--- config.mk ---
export PLATFORM = sky130hd
export DESIGN_NAME = ext_op_exec_ctrl
export DESIGN_NICKNAME = d
export VERILOG_FILES = /design/src/rtl/ext_exec_pkg.sv /design/src/rtl/ext_exec_seq.sv /design/src/rtl/ext_exec_status.sv /design/src/rtl/ext_mem_arb.sv /design/src/rtl/ext_op_exec_ctrl.sv
export SDC_FILE = /design/constraint.sdc
export NUM_CORES = 1
export LEC_CHECK = 0
export BUFFER_PORTS_ARGS = -buffer_cell sky130_fd_sc_hd__buf_2
export CORE_AREA = 2 2 106 108
export CTS_CLUSTER_DIAMETER = 100
export DETAILED_ROUTE_END_ITERATION = 16
export DIE_AREA = 0 0 108 110
export PLACE_DENSITY = 0.61
export SLEW_MARGIN = 10
export SYNTH_ARGS = -nofsm -noshare
export SYNTH_HDL_FRONTEND = slang
export SYNTH_SLANG_ARGS = --single-unit
--- constraint.sdc ---
create_clock -name clk -period 3 [get_ports clk]
set_input_delay 0.6 -clock clk [delete_from_list [all_inputs] [get_ports clk]]
set_output_delay 0.6 -clock clk [all_outputs]
set_load 0.01 [all_outputs]
--- src/rtl/ext_exec_pkg.sv ---
package ext_exec_pkg;

    parameter int LAT_W = 8;

    // Descriptor: bit 0 latency valid, bits LAT_W:1 latency, then irq block, then concurrent.
    typedef struct packed {
        logic             concurrent;
        logic             irq_block;
        logic [LAT_W-1:0] latency;
        logic             lat_valid;
    } op_desc_t;

    localparam int DESC_W = $bits(op_desc_t);

    typedef enum logic [1:0] {
        ST_IDLE   = 2'd0,
        ST_START  = 2'd1,
        ST_WAIT   = 2'd2,
        ST_FINISH = 2'd3
    } exec_state_t;

    // Status: bit 0 busy, bit 1 done, bit 2 error.
    typedef struct packed {
        logic error;
        logic done;
        logic busy;
    } op_status_t;

    // A running count of 0 or 1 means the current cycle is the last stalled one.
    function automatic logic count_expired(input logic [LAT_W-1:0] c);
        return c <= LAT_W'(1);
    endfunction

endpackage

--- src/rtl/ext_exec_seq.sv ---
module ext_exec_seq
    import ext_exec_pkg::*;
(
    input  logic        clk,
    input  logic        rst,
    input  logic        issue_i,
    input  op_desc_t    desc_i,
    input  logic        cu_done_i,
    output exec_state_t state_o,
    output op_desc_t    desc_o,
    output logic        issue_acc_o,
    output logic        complete_o,
    output logic        cu_start_o
);

    exec_state_t      state_q, state_d;
    op_desc_t         desc_q;
    logic [LAT_W-1:0] cnt_q, cnt_d;
    logic             running;

    assign issue_acc_o = (state_q == ST_IDLE) && issue_i;
    assign running     = (state_q == ST_START) || (state_q == ST_WAIT);

    always_comb begin
        state_d = state_q;
        cnt_d   = cnt_q;
        unique case (state_q)
            ST_IDLE: begin
                if (issue_i) begin
                    state_d = ST_START;
                    cnt_d   = desc_i.latency;
                end
            end
            ST_START, ST_WAIT: begin
                if (desc_q.lat_valid) begin
                    if (count_expired(cnt_q)) begin
                        state_d = ST_FINISH;
                    end else begin
                        state_d = ST_WAIT;
                        cnt_d   = cnt_q - LAT_W'(1);
                    end
                end else begin
                    state_d = cu_done_i ? ST_FINISH : ST_WAIT;
                end
            end
            ST_FINISH: state_d = ST_IDLE;
            default:   state_d = ST_IDLE;
        endcase
    end

    always_ff @(posedge clk) begin
        if (rst) begin
            state_q <= ST_IDLE;
            cnt_q   <= '0;
            desc_q  <= '0;
        end else begin
            state_q <= state_d;
            cnt_q   <= cnt_d;
            if (issue_acc_o) desc_q <= desc_i;
        end
    end

    assign complete_o = running && (state_d == ST_FINISH);
    assign cu_start_o = (state_q == ST_START);
    assign state_o    = state_q;
    assign desc_o     = desc_q;

    // the start strobe lasts a single cycle
    a_r1_start_single: assert property (@(posedge clk) disable iff (rst)
        cu_start_o |=> !cu_start_o);

    // the finishing cycle always returns to idle
    a_r1_finish_to_idle: assert property (@(posedge clk) disable iff (rst)
        (state_q == ST_FINISH) |=> (state_q == ST_IDLE));

    // a handshake operation keeps waiting until completion is seen
    a_r3_hold_wait: assert property (@(posedge clk) disable iff (rst)
        (state_q == ST_WAIT && !desc_q.lat_valid && !cu_done_i) |=> (state_q == ST_WAIT));

endmodule

--- src/rtl/ext_exec_status.sv ---
module ext_exec_status
    import ext_exec_pkg::*;
(
    input  logic       clk,
    input  logic       rst,
    input  logic       issue_acc_i,
    input  logic       complete_i,
    input  logic       idle_i,
    input  logic       cu_done_i,
    output op_status_t status_o
);

    op_status_t st_q;

    always_ff @(posedge clk) begin
        if (rst) begin
            st_q <= '0;
        end else begin
            if (issue_acc_i) begin
                st_q.busy <= 1'b1;
                st_q.done <= 1'b0;
            end else if (complete_i) begin
                st_q.busy <= 1'b0;
                st_q.done <= 1'b1;
            end
            st_q.error <= (st_q.error && !issue_acc_i) || (idle_i && cu_done_i);
        end
    end

    assign status_o = st_q;

    // completion leaves done set and busy clear
    a_r5_done_after_complete: assert property (@(posedge clk) disable iff (rst)
        complete_i |=> (st_q.done && !st_q.busy));

    // an accepted issue marks busy and clears done
    a_r5_busy_after_issue: assert property (@(posedge clk) disable iff (rst)
        issue_acc_i |=> (st_q.busy && !st_q.done));

    // a stray completion while idle raises error
    a_r6_err_set: assert property (@(posedge clk) disable iff (rst)
        (idle_i && cu_done_i) |=> st_q.error);

endmodule

--- src/rtl/ext_mem_arb.sv ---
module ext_mem_arb #(
    parameter int ADDR_W = 16,
    parameter int DATA_W = 32
) (
    input  logic              op_running_i,
    input  logic              concurrent_i,
    input  logic              core_req_i,
    input  logic              core_we_i,
    input  logic [ADDR_W-1:0] core_addr_i,
    input  logic [DATA_W-1:0] core_wdata_i,
    input  logic              cu_req_i,
    input  logic              cu_we_i,
    input  logic [ADDR_W-1:0] cu_addr_i,
    input  logic [DATA_W-1:0] cu_wdata_i,
    output logic              core_gnt_o,
    output logic              cu_gnt_o,
    output logic              contention_o,
    output logic              mem_req_o,
    output logic              mem_we_o,
    output logic [ADDR_W-1:0] mem_addr_o,
    output logic [DATA_W-1:0] mem_wdata_o
);

    logic core_allowed;

    assign core_allowed = !op_running_i || concurrent_i;
    assign cu_gnt_o     = op_running_i && cu_req_i;
    assign core_gnt_o   = core_req_i && core_allowed && !cu_gnt_o;
    assign contention_o = cu_gnt_o && core_req_i;

    always_comb begin
        mem_req_o   = cu_gnt_o || core_gnt_o;
        mem_we_o    = 1'b0;
        mem_addr_o  = core_addr_i;
        mem_wdata_o = core_wdata_i;
        if (cu_gnt_o) begin
            mem_we_o    = cu_we_i;
            mem_addr_o  = cu_addr_i;
            mem_wdata_o = cu_wdata_i;
        end else if (core_gnt_o) begin
            mem_we_o    = core_we_i;
        end
    end

endmodule

--- src/rtl/ext_op_exec_ctrl.sv ---
module ext_op_exec_ctrl
    import ext_exec_pkg::*;
#(
    parameter int SLOT_W = 3,
    parameter int ADDR_W = 16,
    parameter int DATA_W = 32
) (
    input  logic              clk,
    input  logic              rst,
    input  logic              issue_i,
    input  logic [SLOT_W-1:0] issue_slot_i,
    output logic [SLOT_W-1:0] desc_slot_o,
    input  logic [DESC_W-1:0] desc_i,
    output logic              cu_start_o,
    input  logic              cu_done_i,
    output logic              core_stall_o,
    input  logic              irq_req_i,
    output logic              irq_core_o,
    output logic [2:0]        status_o,
    input  logic              core_mem_req_i,
    input  logic              core_mem_we_i,
    input  logic [ADDR_W-1:0] core_mem_addr_i,
    input  logic [DATA_W-1:0] core_mem_wdata_i,
    output logic              core_mem_gnt_o,
    output logic [DATA_W-1:0] core_mem_rdata_o,
    input  logic              cu_mem_req_i,
    input  logic              cu_mem_we_i,
    input  logic [ADDR_W-1:0] cu_mem_addr_i,
    input  logic [DATA_W-1:0] cu_mem_wdata_i,
    output logic              cu_mem_gnt_o,
    output logic [DATA_W-1:0] cu_mem_rdata_o,
    output logic              mem_req_o,
    output logic              mem_we_o,
    output logic [ADDR_W-1:0] mem_addr_o,
    output logic [DATA_W-1:0] mem_wdata_o,
    input  logic [DATA_W-1:0] mem_rdata_i
);

    exec_state_t seq_state;
    op_desc_t    cur_desc;
    op_status_t  stat;
    logic        issue_acc, op_complete, op_running, contention;

    assign desc_slot_o = issue_slot_i;

    ext_exec_seq u_seq (
        .clk         (clk),
        .rst         (rst),
        .issue_i     (issue_i),
        .desc_i      (op_desc_t'(desc_i)),
        .cu_done_i   (cu_done_i),
        .state_o     (seq_state),
        .desc_o      (cur_desc),
        .issue_acc_o (issue_acc),
        .complete_o  (op_complete),
        .cu_start_o  (cu_start_o)
    );

    ext_exec_status u_status (
        .clk         (clk),
        .rst         (rst),
        .issue_acc_i (issue_acc),
        .complete_i  (op_complete),
        .idle_i      (seq_state == ST_IDLE),
        .cu_done_i   (cu_done_i),
        .status_o    (stat)
    );

    assign op_running = (seq_state == ST_START) || (seq_state == ST_WAIT);

    ext_mem_arb #(.ADDR_W(ADDR_W), .DATA_W(DATA_W)) u_arb (
        .op_running_i (op_running),
        .concurrent_i (cur_desc.concurrent),
        .core_req_i   (core_mem_req_i),
        .core_we_i    (core_mem_we_i),
        .core_addr_i  (core_mem_addr_i),
        .core_wdata_i (core_mem_wdata_i),
        .cu_req_i     (cu_mem_req_i),
        .cu_we_i      (cu_mem_we_i),
        .cu_addr_i    (cu_mem_addr_i),
        .cu_wdata_i   (cu_mem_wdata_i),
        .core_gnt_o   (core_mem_gnt_o),
        .cu_gnt_o     (cu_mem_gnt_o),
        .contention_o (contention),
        .mem_req_o    (mem_req_o),
        .mem_we_o     (mem_we_o),
        .mem_addr_o   (mem_addr_o),
        .mem_wdata_o  (mem_wdata_o)
    );

    assign core_mem_rdata_o = mem_rdata_i;
    assign cu_mem_rdata_o   = mem_rdata_i;

    assign core_stall_o = op_running && (!cur_desc.concurrent || contention);
    assign irq_core_o   = irq_req_i && !(op_running && cur_desc.irq_block);
    assign status_o     = stat;

    // stall and interrupt mask are released in the finishing cycle
    a_r2_release_in_finish: assert property (@(posedge clk) disable iff (rst)
        (seq_state == ST_FINISH) |-> (!core_stall_o && (irq_core_o == irq_req_i)));

    // a waiting operation with interrupt block never lets an interrupt through
    a_r4_irq_masked: assert property (@(posedge clk) disable iff (rst)
        (seq_state == ST_WAIT && cur_desc.irq_block) |-> !irq_core_o);

    // at most one side owns the memory port in any cycle
    a_r7_single_grant: assert property (@(posedge clk) disable iff (rst)
        $onehot0({core_mem_gnt_o, cu_mem_gnt_o}));

    // a running unit request takes the port with its own address
    a_r8_cu_owns_port: assert property (@(posedge clk) disable iff (rst)
        (op_running && cu_mem_req_i) |-> (mem_req_o && mem_addr_o == cu_mem_addr_i && !core_mem_gnt_o));

    // the idle controller never stalls the core
    a_r10_idle_no_stall: assert property (@(posedge clk) disable iff (rst)
        (seq_state == ST_IDLE) |-> (!core_stall_o && !cu_start_o));

endmodule

## After elaboration in Yosys (flattened, before gate mapping)

Index checks and enable logic that the tools add are counted.

- Flip-flop bits (word level): 16
- Input bits: 151
- Output and inout bits: 125

- Add/subtract/negate cells: 1
- $lt $le $gt $ge: 1
- Eq/ne operators: 7
- Mux-type cells: 15
- Reductions and logical operators: 27

Operator list:

| cell | number |
|---|---|
| 2-to-1 mux 32 bit | 1 |
| 2-to-1 mux 8 bit | 3 |
| 2-to-1 mux 16 bit | 1 |
| one-hot mux 8 bit (2 select lines) | 1 |
| logical AND 1 bit | 11 |
| less-or-equal comparator 8 x 1 -> 1 bit (second input constant) | 1 |
| subtractor 8 x 1 -> 8 bit (second input constant) | 1 |
| == test 2 bit (second input constant) | 3 |
| 2-to-1 mux 1 bit | 6 |
| one-hot mux 2 bit (3 select lines) | 1 |
| zero test 1 bit | 5 |
| logical OR 1 bit | 5 |
| 2-to-1 mux 2 bit | 2 |
| != test 2 bit (second input constant) | 2 |
| AND reduction 4 bit | 1 |
| nonzero test 2 bit | 2 |
| OR reduction 2 bit | 2 |
| == test 2 x 1 -> 1 bit (second input constant) | 1 |
| zero test 2 bit | 1 |
| != test 2 x 1 -> 1 bit (second input constant) | 1 |

## Logic depth before layout (Yosys ltp)

Gate-level depths: netlist (run 1).

- Word-level depth: 8
- Gate-level depth with buffers: 8
- Depth with buffers taken out: 6

## Cells and area by module

From an unflattened synthesis (run 1), not the netlist that was laid out.

- Cells, all modules: 295
- Area, all modules: 2359.8 um2

By module, submodules not included:

| module | instances | cells each | area each (um2) | sequential area each (um2) |
|---|---|---|---|---|
| ext_exec_seq | 1 | 148 | 1072.3 | 420.4 |
| ext_mem_arb | 1 | 63 | 643.1 | 0.0 |
| ext_op_exec_ctrl | 1 | 73 | 541.8 | 0.0 |
| ext_exec_status | 1 | 11 | 102.6 | 60.1 |

## Least setup slack after synthesis (run 1)

Ideal clock, no wire load.

- Path kind: register -> output
- Start point: register u_seq.state_q[0] (netlist: u_seq.state_o[0])
- End point: output port mem_wdata_o[16]
- Arrival: 1833 ps
- Data required time: 2400 ps
- Slack: 567 ps
- Stages on the path, launching flop included: 8
- Cells stage by stage: dfxtp_1 -> inv_1 -> ha_1 -> buf_4 -> and2_1 -> clkbuf_1 -> buf_1 -> mux2_2

- Cells in the longest elaborated chain, start to end: 4
- Elaborated cells between the ends (all ways): 5
- Those cells by class: 2 x eq/ne; 1 x mux; 2 x reduce/logical

RTL lines:

| what | RTL line | source |
|---|---|---|
| from (decl) | ext_exec_seq.sv:16 | `exec_state_t state_q, state_d;` |
| from (signal assigned) | ext_exec_seq.sv:57 | `state_q <= state_d;` |
| == test 2 x 1 -> 1 bit / == test 2 bit (equally long branches) | ext_op_exec_ctrl.sv:69 | `assign op_running = (seq_state == ST_START) \|\| (seq_state == ST_WAIT);` |
| logical OR 1 bit * | ext_op_exec_ctrl.sv:69 |  |
| logical AND 1 bit * | ext_mem_arb.sv:27 | `assign cu_gnt_o = op_running_i && cu_req_i;` |
| net cu_mem_gnt_o | ext_op_exec_ctrl.sv:30 | `output logic cu_mem_gnt_o,` |
| 2-to-1 mux 32 bit * | ext_mem_arb.sv:36 | `if (cu_gnt_o) begin` |
| to (decl) | ext_op_exec_ctrl.sv:35 | `output logic [DATA_W-1:0] mem_wdata_o,` |

The timed path passes the listed nets; every way through them passes the cells marked *.

## Worst setup path in the final report (run 1)

- Start point: register u_seq.state_q[0] (netlist: u_seq.state_o[0])
- End point: output port mem_wdata_o[2]

- Cells in the longest elaborated chain, start to end: 4
- Elaborated cells between the ends (all ways): 5
- Those cells by class: 2 x eq/ne; 1 x mux; 2 x reduce/logical

RTL lines:

| what | RTL line |
|---|---|
| == test 2 x 1 -> 1 bit / == test 2 bit (equally long branches) | ext_op_exec_ctrl.sv:69 |
| logical OR 1 bit * | ext_op_exec_ctrl.sv:69 |
| logical AND 1 bit * | ext_mem_arb.sv:27 |
| 2-to-1 mux 32 bit * | ext_mem_arb.sv:36 |

Every way passes the cells marked *; elsewhere a longest branch is shown, timed or not.

==> reports/metrics.yaml, run 1 <==
outcome:
  status: "finished clean"
synthesis:
  ys_ff_latch: 16
  synth_cell_types: 42
  syn_area_um2: 2083
  ys_warn_count: 0
  synthesis.nets: 398
  ys_top_cells_by_area: "mux2_2 27%, buf_4 26%, dfxtp_1 15%"
  syn-instance-count: 243
  synth_area_leader_cell: "mux2_2"
  synth_edf_count: 0
  synth-async-reset-ratio_pct: 0
  ys_seq_area_share_pct: 15.38
  syn_area_per_cell_um2: 8.573
  yosys.area.top_type_share_pct: 27.03
  synth_flop_cell: "dfxtp_1"
power_and_ir_drop:
  power_mw: 1.696
  power.leakage_nw: 1.270
  powerDensity_nw_per_um2: 641.5
  ir_drop_mv: 0.1887
sta:
  post-route-period-util_pct: 88.34
  worst_pin_slew_ns: 0.7285
  finalHoldViolCount: 0
  fin_skew_ns: 0.002759
  setup_viol: 0
  finalSetupTns_ns: 0
  timing.slew.headroom_pct: 50.99
  fmax_mhz: 377.3
  drv_slew: 0
  rsz0062_at_grt: "no"
  min_period_ns: 2.650
cts:
  postCtsHoldBufs: 0
  htreeDepth: 1
  cts_num_sinks: 16
  cts_tree: "built"
  numCtsBuffers: 3
  clockBufferDepth: 2
  cts.clk_slew.worst_paths_ns: 0.07
  cts_setup_buffers: 0
  insertion_delay_ns: 0.25
  cts_resized: 0
  clockRootBuffer: "clkbuf_8"
placed_design:
  dpl.hpwl_um: 7531
  routabilityCongestion: 0.7151
  io_buffers: 173
  placed_cell_area_um2: 2589
worst_setup_path:
  critPathArrivalTime_ns: 2.05
  r2r-start: "u_seq.state_o[0]"
  critPathCapture: "mem_wdata_o[2]"
  slowest_stage: "mux2_2"
  cp_cell_sequence: "inv_1, ha_1, and2_2, buf_12, mux2_2, buf_2"
  r2r.worst_path.cells: 6
  cp_max_fo: 51
  critical_path_buf_inv_count: 3
  critPathRequiredTime_ns: 2.40
  rrSetupSlack_ns: 1.05
  crit_type: "flop to output pin"
  crit_path_start: "u_seq.state_o[0]"
  crit_path_start_kind: "flop"
  cp.depth: 6
  endpoint_kind: "output pin"
  cp_top_family: "buffers and inverters"
  slowest_delay_ns: 0.42
  regToRegEndpoint: "u_seq.cnt_q[0]"
layout:
  design_area_um2: 2644
  n_antenna_cell: 0
  layout.nets: 499
  utilization_pct: 24.71
  drive_above_1_share_pct: 69.97
  area_growth_pct: 26.91
drt:
  wl_um: 8678
  firstDrtPassIters: 4
  num_vias: 2063
  viasPerCell: 4.271
  drc_errors: 0
  drt_iter0_markers: 76
  ant_nets: 0
  drt-wirelength-per-cell_um: 17.97
floorplan:
  die_area_um2: 11880
  ios: 276
  die_h_um: 110
  std_cell_rows: 38
  start_util_pct: 19.47
  dieWidth_um: 108
  core_um2: 10700
global_route:
  antenna_found_initial: 1
  gr-total-overflow: 0
  grt_pass1_wl_um: 11050
  grtUsageTotal_pct: 12.84
  grt_max_degree: 52
  grt_pass1_vias: 1918
worst_hold_path:
  min_path_type: "flop to flop"
run:
  maxCapViolCount: 0
[worst min path at each step]
stage | from | endpoint | slack (ns) | cells past startpoint
floorplan | u_seq.desc_o[9] | u_seq.desc_o[9] | 0.43 | 2
global placement | u_seq.desc_o[9] | u_seq.desc_o[9] | 0.45 | 2
detailed placement | u_seq.desc_o[9] | u_seq.desc_o[9] | 0.46 | 2
CTS | u_seq.desc_o[9] | u_seq.desc_o[9] | 0.47 | 2
global route | u_seq.desc_o[9] | u_seq.desc_o[9] | 0.50 | 2
finish | u_seq.desc_o[9] | u_seq.desc_o[9] | 0.47 | 2
[state kept, by name (all words and copies together), names as in the netlist]
register,cells
u_seq.cnt_q,8
u_seq.desc_o,3
u_seq.state_o,2
u_status.status_o,3
[final cells by class]
type / count / area (um^2)
sequential: 16 / 320.3
clock buffer: 4 / 55.05
tap: 140 / 175.2
inverter: 7 / 26.28
multi-input combinational: 141 / 1174
fill: 1192 / 8054
timing repair buffer: 175 / 893.4
[cell usage after synthesis (2+ instances only)]
| cell type | instances |
|---|---|
| nor4_1 | 2 |
| o21ai_0 | 4 |
| dfxtp_1 | 16 |
| buf_4 | 71 |
| a21oi_1 | 17 |
| clkbuf_1 | 4 |
| nor2_1 | 9 |
| a21boi_0 | 2 |
| nand3_1 | 5 |
| nand2b_1 | 6 |
| o211ai_1 | 2 |
| nand2_1 | 8 |
| ha_1 | 4 |
| o22ai_1 | 3 |
| and3_1 | 2 |
| buf_1 | 3 |
| o21a_1 | 2 |
| inv_1 | 7 |
| o32ai_1 | 3 |
| nor3_1 | 2 |
| mux2_2 | 50 |
[power by group]
| group | leakage [nW] | switching (mW) | internal (mW) |
|---|---|---|---|
| Combinational | 1.11 | 0.646 | 0.542 |
| Sequential | 0.131 | 0.0465 | 0.268 |
| Clock | 0.0288 | 0.0770 | 0.117 |
[worst min-delay path: stages (launching register included)]
cell and delay (ns):
dfxtp_1 0.31, nand2_1 0.05, a21oi_1 0.05
[cells by family after synthesis]
group           after synthesis  share of synthesized area [%]
fa+ha+maj                     4                          2.402
compound gates               43                          15.20
buf+inv                      86                          28.35
simple gates                 43                          11.17
flops                        16                          15.38
mux                          51                          27.51
[cells in the final DEF, fill, tap and decap left out, types with 5 or more instances in the layout]
| cell type | count |
|---|---|
| a21oi_1 | 17 |
| buf_2 | 173 |
| dfxtp_1 | 16 |
| inv_1 | 7 |
| mux2_2 | 50 |
| nand2_1 | 8 |
| nand2b_1 | 6 |
| nand3_1 | 5 |
| nor2_1 | 9 |
[through the flow]
stage | setup WS [ns] | std cells | hold slack, ns
5_1_grt | 0.2416 | 483 | 0.4954
6_report | 0.3497 | 483 | 0.4656
3_3_place_gp | 0.5797 | 479 | 0.4453
4_1_cts | 0.3424 | 483 | 0.4698
2_1_floorplan | 0.5665 | 243 | 0.4334
3_5_place_dp | 0.6026 | 479 | 0.4590
[per-layer routing]
layer	routed length [um]	share of wire (%)	track usage, %	up-vias
li1	-	-	-	988
met1	3863	45	17.89	944
met2	3958	46	19.09	101
met3	654	7.5	3.586	28
met4	188	2.2	4.121	2
met5	13	0.15	0	-
Note: power is estimated with default switching activity, not from simulation.
==> run 2: changes to the inputs <==
--- a/config.mk
+++ b/config.mk
@@ -10,8 +10,9 @@
 export CTS_CLUSTER_DIAMETER = 100
 export DETAILED_ROUTE_END_ITERATION = 16
 export DIE_AREA = 0 0 108 110
-export PLACE_DENSITY = 0.61
+export PLACE_DENSITY = 0.64
 export SLEW_MARGIN = 10
 export SYNTH_ARGS = -nofsm -noshare
 export SYNTH_HDL_FRONTEND = slang
+export SYNTH_HIERARCHICAL = 1
 export SYNTH_SLANG_ARGS = --single-unit
==> reports/metrics.yaml, run 2 <==
outcome:
  status: "finished clean"  # unchanged
synthesis:
  ys_warn_count: 6  # was 0
  syn_area_um2: 2103  # was 2083 um^2
  syn_area_per_cell_um2: 7.967  # was 8.573 um^2
  synthesis.nets: 420  # was 398
  syn-instance-count: 264  # was 243
sta:
  finalSetupTns_ns: 0  # unchanged
  fmax_mhz: 383.6  # was 377.3 MHz
  drv_slew: 0  # unchanged
  rsz0062_at_grt: "no"  # unchanged
  min_period_ns: 2.607  # was 2.650 ns
  fin_skew_ns: 0.001404  # was 0.002759 ns
  finalHoldViolCount: 0  # unchanged
  whs_ns: 0.4549  # was 0.4656 ns
  worst_pin_slew_ns: 0.5368  # was 0.7285 ns
  timing.slew.headroom_pct: 64.21  # was 50.99%
  post-route-period-util_pct: 86.89  # was 88.34%
  setup_viol: 0  # unchanged
worst_setup_path:
  critPathRequiredTime_ns: 2.40  # about the same
  critical_path_buf_inv_count: 3  # unchanged
  crit_type: "flop to output pin"  # unchanged
  endpoint_kind: "output pin"  # unchanged
  cp_top_family: "buffers and inverters"  # unchanged
  slowest_stage: "mux2_2"  # unchanged
  critPathArrivalTime_ns: 2.01  # was 2.05 ns
  slowest_delay_ns: 0.41  # was 0.42 ns
  cp_cell_sequence: "inv_1, ha_1, nand2_2, buf_12, mux2_2, buf_2"  # was inv_1, ha_1, and2_2, buf_12, mux2_2, buf_2
  cp_max_fo: 50  # was 51
  crit_path_start_kind: "flop"  # unchanged
global_route:
  grt_pass1_vias: 1996  # was 1918
  antenna_found_initial: 0  # was 1
  grt_max_degree: 51  # was 52
  gr-total-overflow: 0  # unchanged
  grtUsageTotal_pct: 11.29  # was 12.84%
  grt_pass1_wl_um: 10250  # was 11050 um
power_and_ir_drop:
  power.leakage_nw: 1.335  # was 1.270 nW
  ir_drop_mv: 0.2859  # was 0.1887 mV
  powerDensity_nw_per_um2: 590.8  # was 641.5 nW/um^2
layout:
  design_area_um2: 2631  # was 2644 um^2
  largest_reg_flops: 8  # unchanged
  drive_above_1_share_pct: 63.36  # was 69.97%
  final_common_cell: "buf_2"  # unchanged
  top_register: "u_seq/cnt_q"  # was u_seq.cnt_q
  layout.nets: 520  # was 499
  final_cell_mix: "173 x buf_2, 44 x mux2_2, 22 x nand2_1"  # was 173 x buf_2, 50 x mux2_2, 17 x a21oi_1
  fillers: 1192  # unchanged
  n_antenna_cell: 0  # unchanged
  area_growth_pct: 25.10  # was 26.91%
floorplan:
  die_area_um2: 11880  # unchanged
  ios: 276  # unchanged
  die_h_um: 110  # unchanged
  core_um2: 10700  # unchanged
  start_util_pct: 19.66  # was 19.47%
  dieWidth_um: 108  # unchanged
  std_cell_rows: 38  # unchanged
drt:
  viasPerCell: 4.207  # was 4.271
  ant_nets: 0  # unchanged
  num_vias: 2116  # was 2063
  wl_um: 7811  # was 8678 um
  firstDrtPassIters: 4  # unchanged
  drt_iter0_markers: 64  # was 76
  drc_errors: 0  # unchanged
  drt-wirelength-per-cell_um: 15.53  # was 17.97 um
worst_hold_path:
  min_path_type: "flop to flop"  # unchanged
run:
  maxCapViolCount: 0  # unchanged
placed_design:
  placed_cell_area_um2: 2576  # was 2589 um^2
  dpl.hpwl_um: 6689  # was 7531 um
  routabilityCongestion: 0.8488  # was 0.7151
  io_buffers: 173  # unchanged
cts:
  clockRootBuffer: "clkbuf_8"  # unchanged
  cts_num_sinks: 16  # unchanged
  cts_tree: "built"  # unchanged
  cts_setup_buffers: 0  # unchanged
  cts_resized: 0  # unchanged
  insertion_delay_ns: 0.26  # was 0.25 ns
  postCtsHoldBufs: 0  # unchanged
  clockBufferDepth: 2  # unchanged
  numCtsBuffers: 3  # unchanged
  htreeDepth: 1  # unchanged
  cts.clk_slew.worst_paths_ns: 0.06  # was 0.07 ns
[run 2: cell types whose count changed in the layout (fill, tap and decap cells not counted), sizes merged, moves of 3 or more]
cell / delta
o21ai: +11
nor2: +3
o32ai: -4
inv: +13
nand2b: -4
nand4: +4
nand2: +15
[run 2: per-layer routing]
metal | vias up | global-route usage [%] | part of all wire, %
li1 | 1016 | - | -
met1 | 949 | 13.67 | 41
met2 | 147 | 19.50 | 47
met3 | 4 | 3.998 | 12
met4 | 0 | 2.106 | 0.45
met5 | - | 0 | 0
[run 2: path summary, 6_finish.rpt]
| path | startpoint | end | cells after the start | slack [ns] |
|---|---|---|---|---|
| max | u_seq/state_o[0] | mem_wdata_o[1] | 6 | 0.39 |
| min | u_seq/desc_o[9] | u_seq/desc_o[9] | 2 | 0.45 |
| max reg2reg | u_seq/state_o[0] | u_seq/cnt_q[2] | 7 | 0.86 |
| min reg2reg | u_seq/desc_o[9] | u_seq/desc_o[9] | 2 | 0.45 |
[run 2: report_power, final]
| group | leakage, nW | internal, mW | switching [mW] |
|---|---|---|---|
| registers | 0.131 | 0.263 | 0.0464 |
| logic | 1.17 | 0.464 | 0.582 |
| clock network | 0.0288 | 0.117 | 0.0824 |
| total | 1.33 | 0.843 | 0.711 |
[run 2: worst min-delay path, cell delays in order, from the launching register on]
cell and delay [ns]:
dfxtp_1 0.31, nand2_1 0.05, a21oi_1 0.05
[run 2: per-stage QoR]
step | std cells | util [%] | setup slack, ns | power (mW)
3_3_place_gp | 499 | 24.08 | 0.6972 | 1.339
5_1_grt | 503 | 24.60 | 0.2506 | 1.677
4_1_cts | 503 | 24.60 | 0.3593 | 1.567
6_report | 503 | 24.60 | 0.3932 | 1.554
2_1_floorplan | 264 | - | 0.9880 | 1.122
3_5_place_dp | 499 | 24.08 | 0.6465 | 1.363
[run 2: layout make-up]
class	count	area (um^2)	area share (%)
clock buffer	4	55.05	2.092
inverter	20	75.07	2.853
multi-input combinational	149	1120	42.56
sequential	16	320.3	12.17
tap	140	175.2	6.657
timing repair buffer	174	885.9	33.67
==> run 3: changes to the inputs <==
--- a/config.mk
+++ b/config.mk
@@ -5,11 +5,12 @@
 export SDC_FILE = /design/constraint.sdc
 export NUM_CORES = 1
 export LEC_CHECK = 0
+export ABC_AREA = 1
 export BUFFER_PORTS_ARGS = -buffer_cell sky130_fd_sc_hd__buf_2
-export CORE_AREA = 2 2 106 108
+export CORE_AREA = 2 2 107 109
 export CTS_CLUSTER_DIAMETER = 100
 export DETAILED_ROUTE_END_ITERATION = 16
-export DIE_AREA = 0 0 108 110
+export DIE_AREA = 0 0 109 111
 export PLACE_DENSITY = 0.64
 export SLEW_MARGIN = 10
 export SYNTH_ARGS = -nofsm -noshare
==> reports/metrics.yaml, run 3 <==
worst_hold_path:
  min_path_type: "flop to flop"  # unchanged
  min-delay-start: "u_status/status_o[0]"  # was u_seq/desc_o[9]
synthesis:
  syn_area_um2: 2201  # was 2103 um^2
  ys_warn_count: 6  # unchanged
  syn_area_per_cell_um2: 5.544  # was 7.967 um^2
  synthesis.nets: 553  # was 420
  syn-instance-count: 397  # was 264
layout:
  top_register: "u_seq/cnt_q"  # unchanged
  layout.nets: 649  # was 520
  final_cell_mix: "197 x nand2_1, 173 x buf_2, 35 x nor2_1"  # was 173 x buf_2, 44 x mux2_2, 22 x nand2_1
  area_growth_pct: 24.22  # was 25.10%
  drive_above_1_share_pct: 40.45  # was 63.36%
  n_antenna_cell: 0  # unchanged
  largest_reg_flops: 8  # unchanged
  final_common_cell: "nand2_1"  # was buf_2
cts:
  cts_tree: "built"  # unchanged
  clockBufferDepth: 2  # unchanged
  cts_setup_buffers: 0  # unchanged
  insertion_delay_ns: 0.25  # was 0.26 ns
  cts_resized: 0  # unchanged
  clockRootBuffer: "clkbuf_16"  # was clkbuf_8
  cts_num_sinks: 16  # unchanged
  htreeDepth: 1  # unchanged
  postCtsHoldBufs: 0  # unchanged
  numCtsBuffers: 3  # unchanged
  cts.clk_slew.worst_paths_ns: 0.05  # was 0.06 ns
drt:
  drt-wirelength-per-cell_um: 13.19  # was 15.53 um
  firstDrtPassIters: 4  # unchanged
  viasPerCell: 3.924  # was 4.207
  drt_iter0_markers: 110  # was 64
  wl_um: 8377  # was 7811 um
  ant_nets: 0  # unchanged
  drc_errors: 0  # unchanged
  num_vias: 2492  # was 2116
global_route:
  antenna_found_initial: 0  # unchanged
  gr-total-overflow: 0  # unchanged
  grt_pass1_wl_um: 11810  # was 10250 um
  grt_pass1_vias: 2187  # was 1996
  grtUsageTotal_pct: 12.52  # was 11.29%
  grt_max_degree: 52  # was 51
worst_setup_path:
  cp_max_fo: 51  # was 50
  crit_path_start: "u_seq/state_o[0]"  # unchanged
  crit_type: "flop to output pin"  # unchanged
  r2r-start: "u_seq/state_o[0]"  # unchanged
  critPathRequiredTime_ns: 2.40  # about the same
  critPathArrivalTime_ns: 2.01  # about the same
  crit_path_start_kind: "flop"  # unchanged
  endpoint_kind: "output pin"  # unchanged
placed_design:
  routabilityCongestion: 0.7240  # was 0.8488
  io_buffers: 173  # unchanged
  post-place-ws_ns: 0.6571  # was 0.6465 ns
  dpl.hpwl_um: 7100  # was 6689 um
power_and_ir_drop:
  power.leakage_nw: 1.715  # was 1.335 nW
  powerDensity_nw_per_um2: 781.1  # was 590.8 nW/um^2
  ir_drop_mv: 0.4062  # was 0.2859 mV
run:
  maxCapViolCount: 0  # unchanged
outcome:
  status: "finished clean"  # unchanged
sta:
  min_period_ns: 2.607  # about the same
  rsz0062_at_grt: "no"  # unchanged
  setup_viol: 0  # unchanged
  postLayoutSetupSlackWorst_ns: 0.3933  # was 0.3932 ns
  whs_ns: 0.4611  # was 0.4549 ns
  timing.slew.headroom_pct: 67.24  # was 64.21%
  post-route-period-util_pct: 86.89  # about the same
  fmax_mhz: 383.6  # about the same
  drv_slew: 0  # unchanged
  worst_pin_slew_ns: 0.4915  # was 0.5368 ns
  fin_skew_ns: 0.001569  # was 0.001404 ns
  finalHoldViolCount: 0  # unchanged
  finalSetupTns_ns: 0  # unchanged
floorplan:
  std_cell_rows: 39  # was 38
  die_area_um2: 12100  # was 11880 um^2
  die_h_um: 111  # was 110 um
  dieWidth_um: 109  # was 108 um
  start_util_pct: 19.87  # was 19.66%
  ios: 276  # unchanged
  core_um2: 11080  # was 10700 um^2
## run 3: cell count changes in the layout (fill, tap and decap cells not counted), sizes merged, moves of 2 or more
cell / delta
a21boi: -2
a21oi: -11
a31oi: -2
inv: +4
mux2: -48
nand2: +175
nand2b: -2
nand3: +7
nor2: +27
nor3: -3
o21ai: -8
## run 3: worst paths after layout
kind                          end  slack, ns  depth (start not counted)
min reg2reg  u_status/status_o[0]       0.46                          2
max                mem_wdata_o[7]       0.39                          7
max reg2reg  u_status/status_o[0]       1.01                         10
min          u_status/status_o[0]       0.46                          2
## run 3: layout make-up
cell class,instances,area (um^2)
clock buffers,4,88.84
fillers,1292,8343
inverters,24,92.59
multi-input cells,274,1167
flip-flops and latches,16,320.3
well taps,143,178.9
repair buffers,174,885.9
## run 3: through the flow
stage	util, %	power, mW	cells	area, um^2
3_5_place_dp	23.88	1.859	631	2645
2_1_floorplan	-	1.503	397	2201
3_3_place_gp	23.88	1.864	631	2645
4_1_cts	24.68	2.164	635	2734
5_1_grt	24.68	2.379	635	2734
6_report	24.68	2.135	635	2734
## run 3: power by group
part	switching, mW	internal [mW]	total (mW)
clock	0.0891	0.203	0.292
sequential	0.0516	0.280	0.331
combinational	0.960	0.553	1.51
## run 3: per-layer routing
layer | vias to the layer above | global-route usage (%) | share of wire, %
met3 | 4 | 6.173 | 15
li1 | 1313 | - | -
met2 | 158 | 20.21 | 44
met4 | 0 | 1.282 | 0.37
met5 | - | 0 | 0
met1 | 1017 | 15.45 | 41
## run 3: critical path, cell delays in order, from the launching register on
cell     delay [ns]
dfxtp_1        0.36
inv_1          0.06
ha_1           0.35
nand2_2        0.12
inv_4          0.37
nand2_1        0.17
nand2_1        0.16
buf_2          0.15
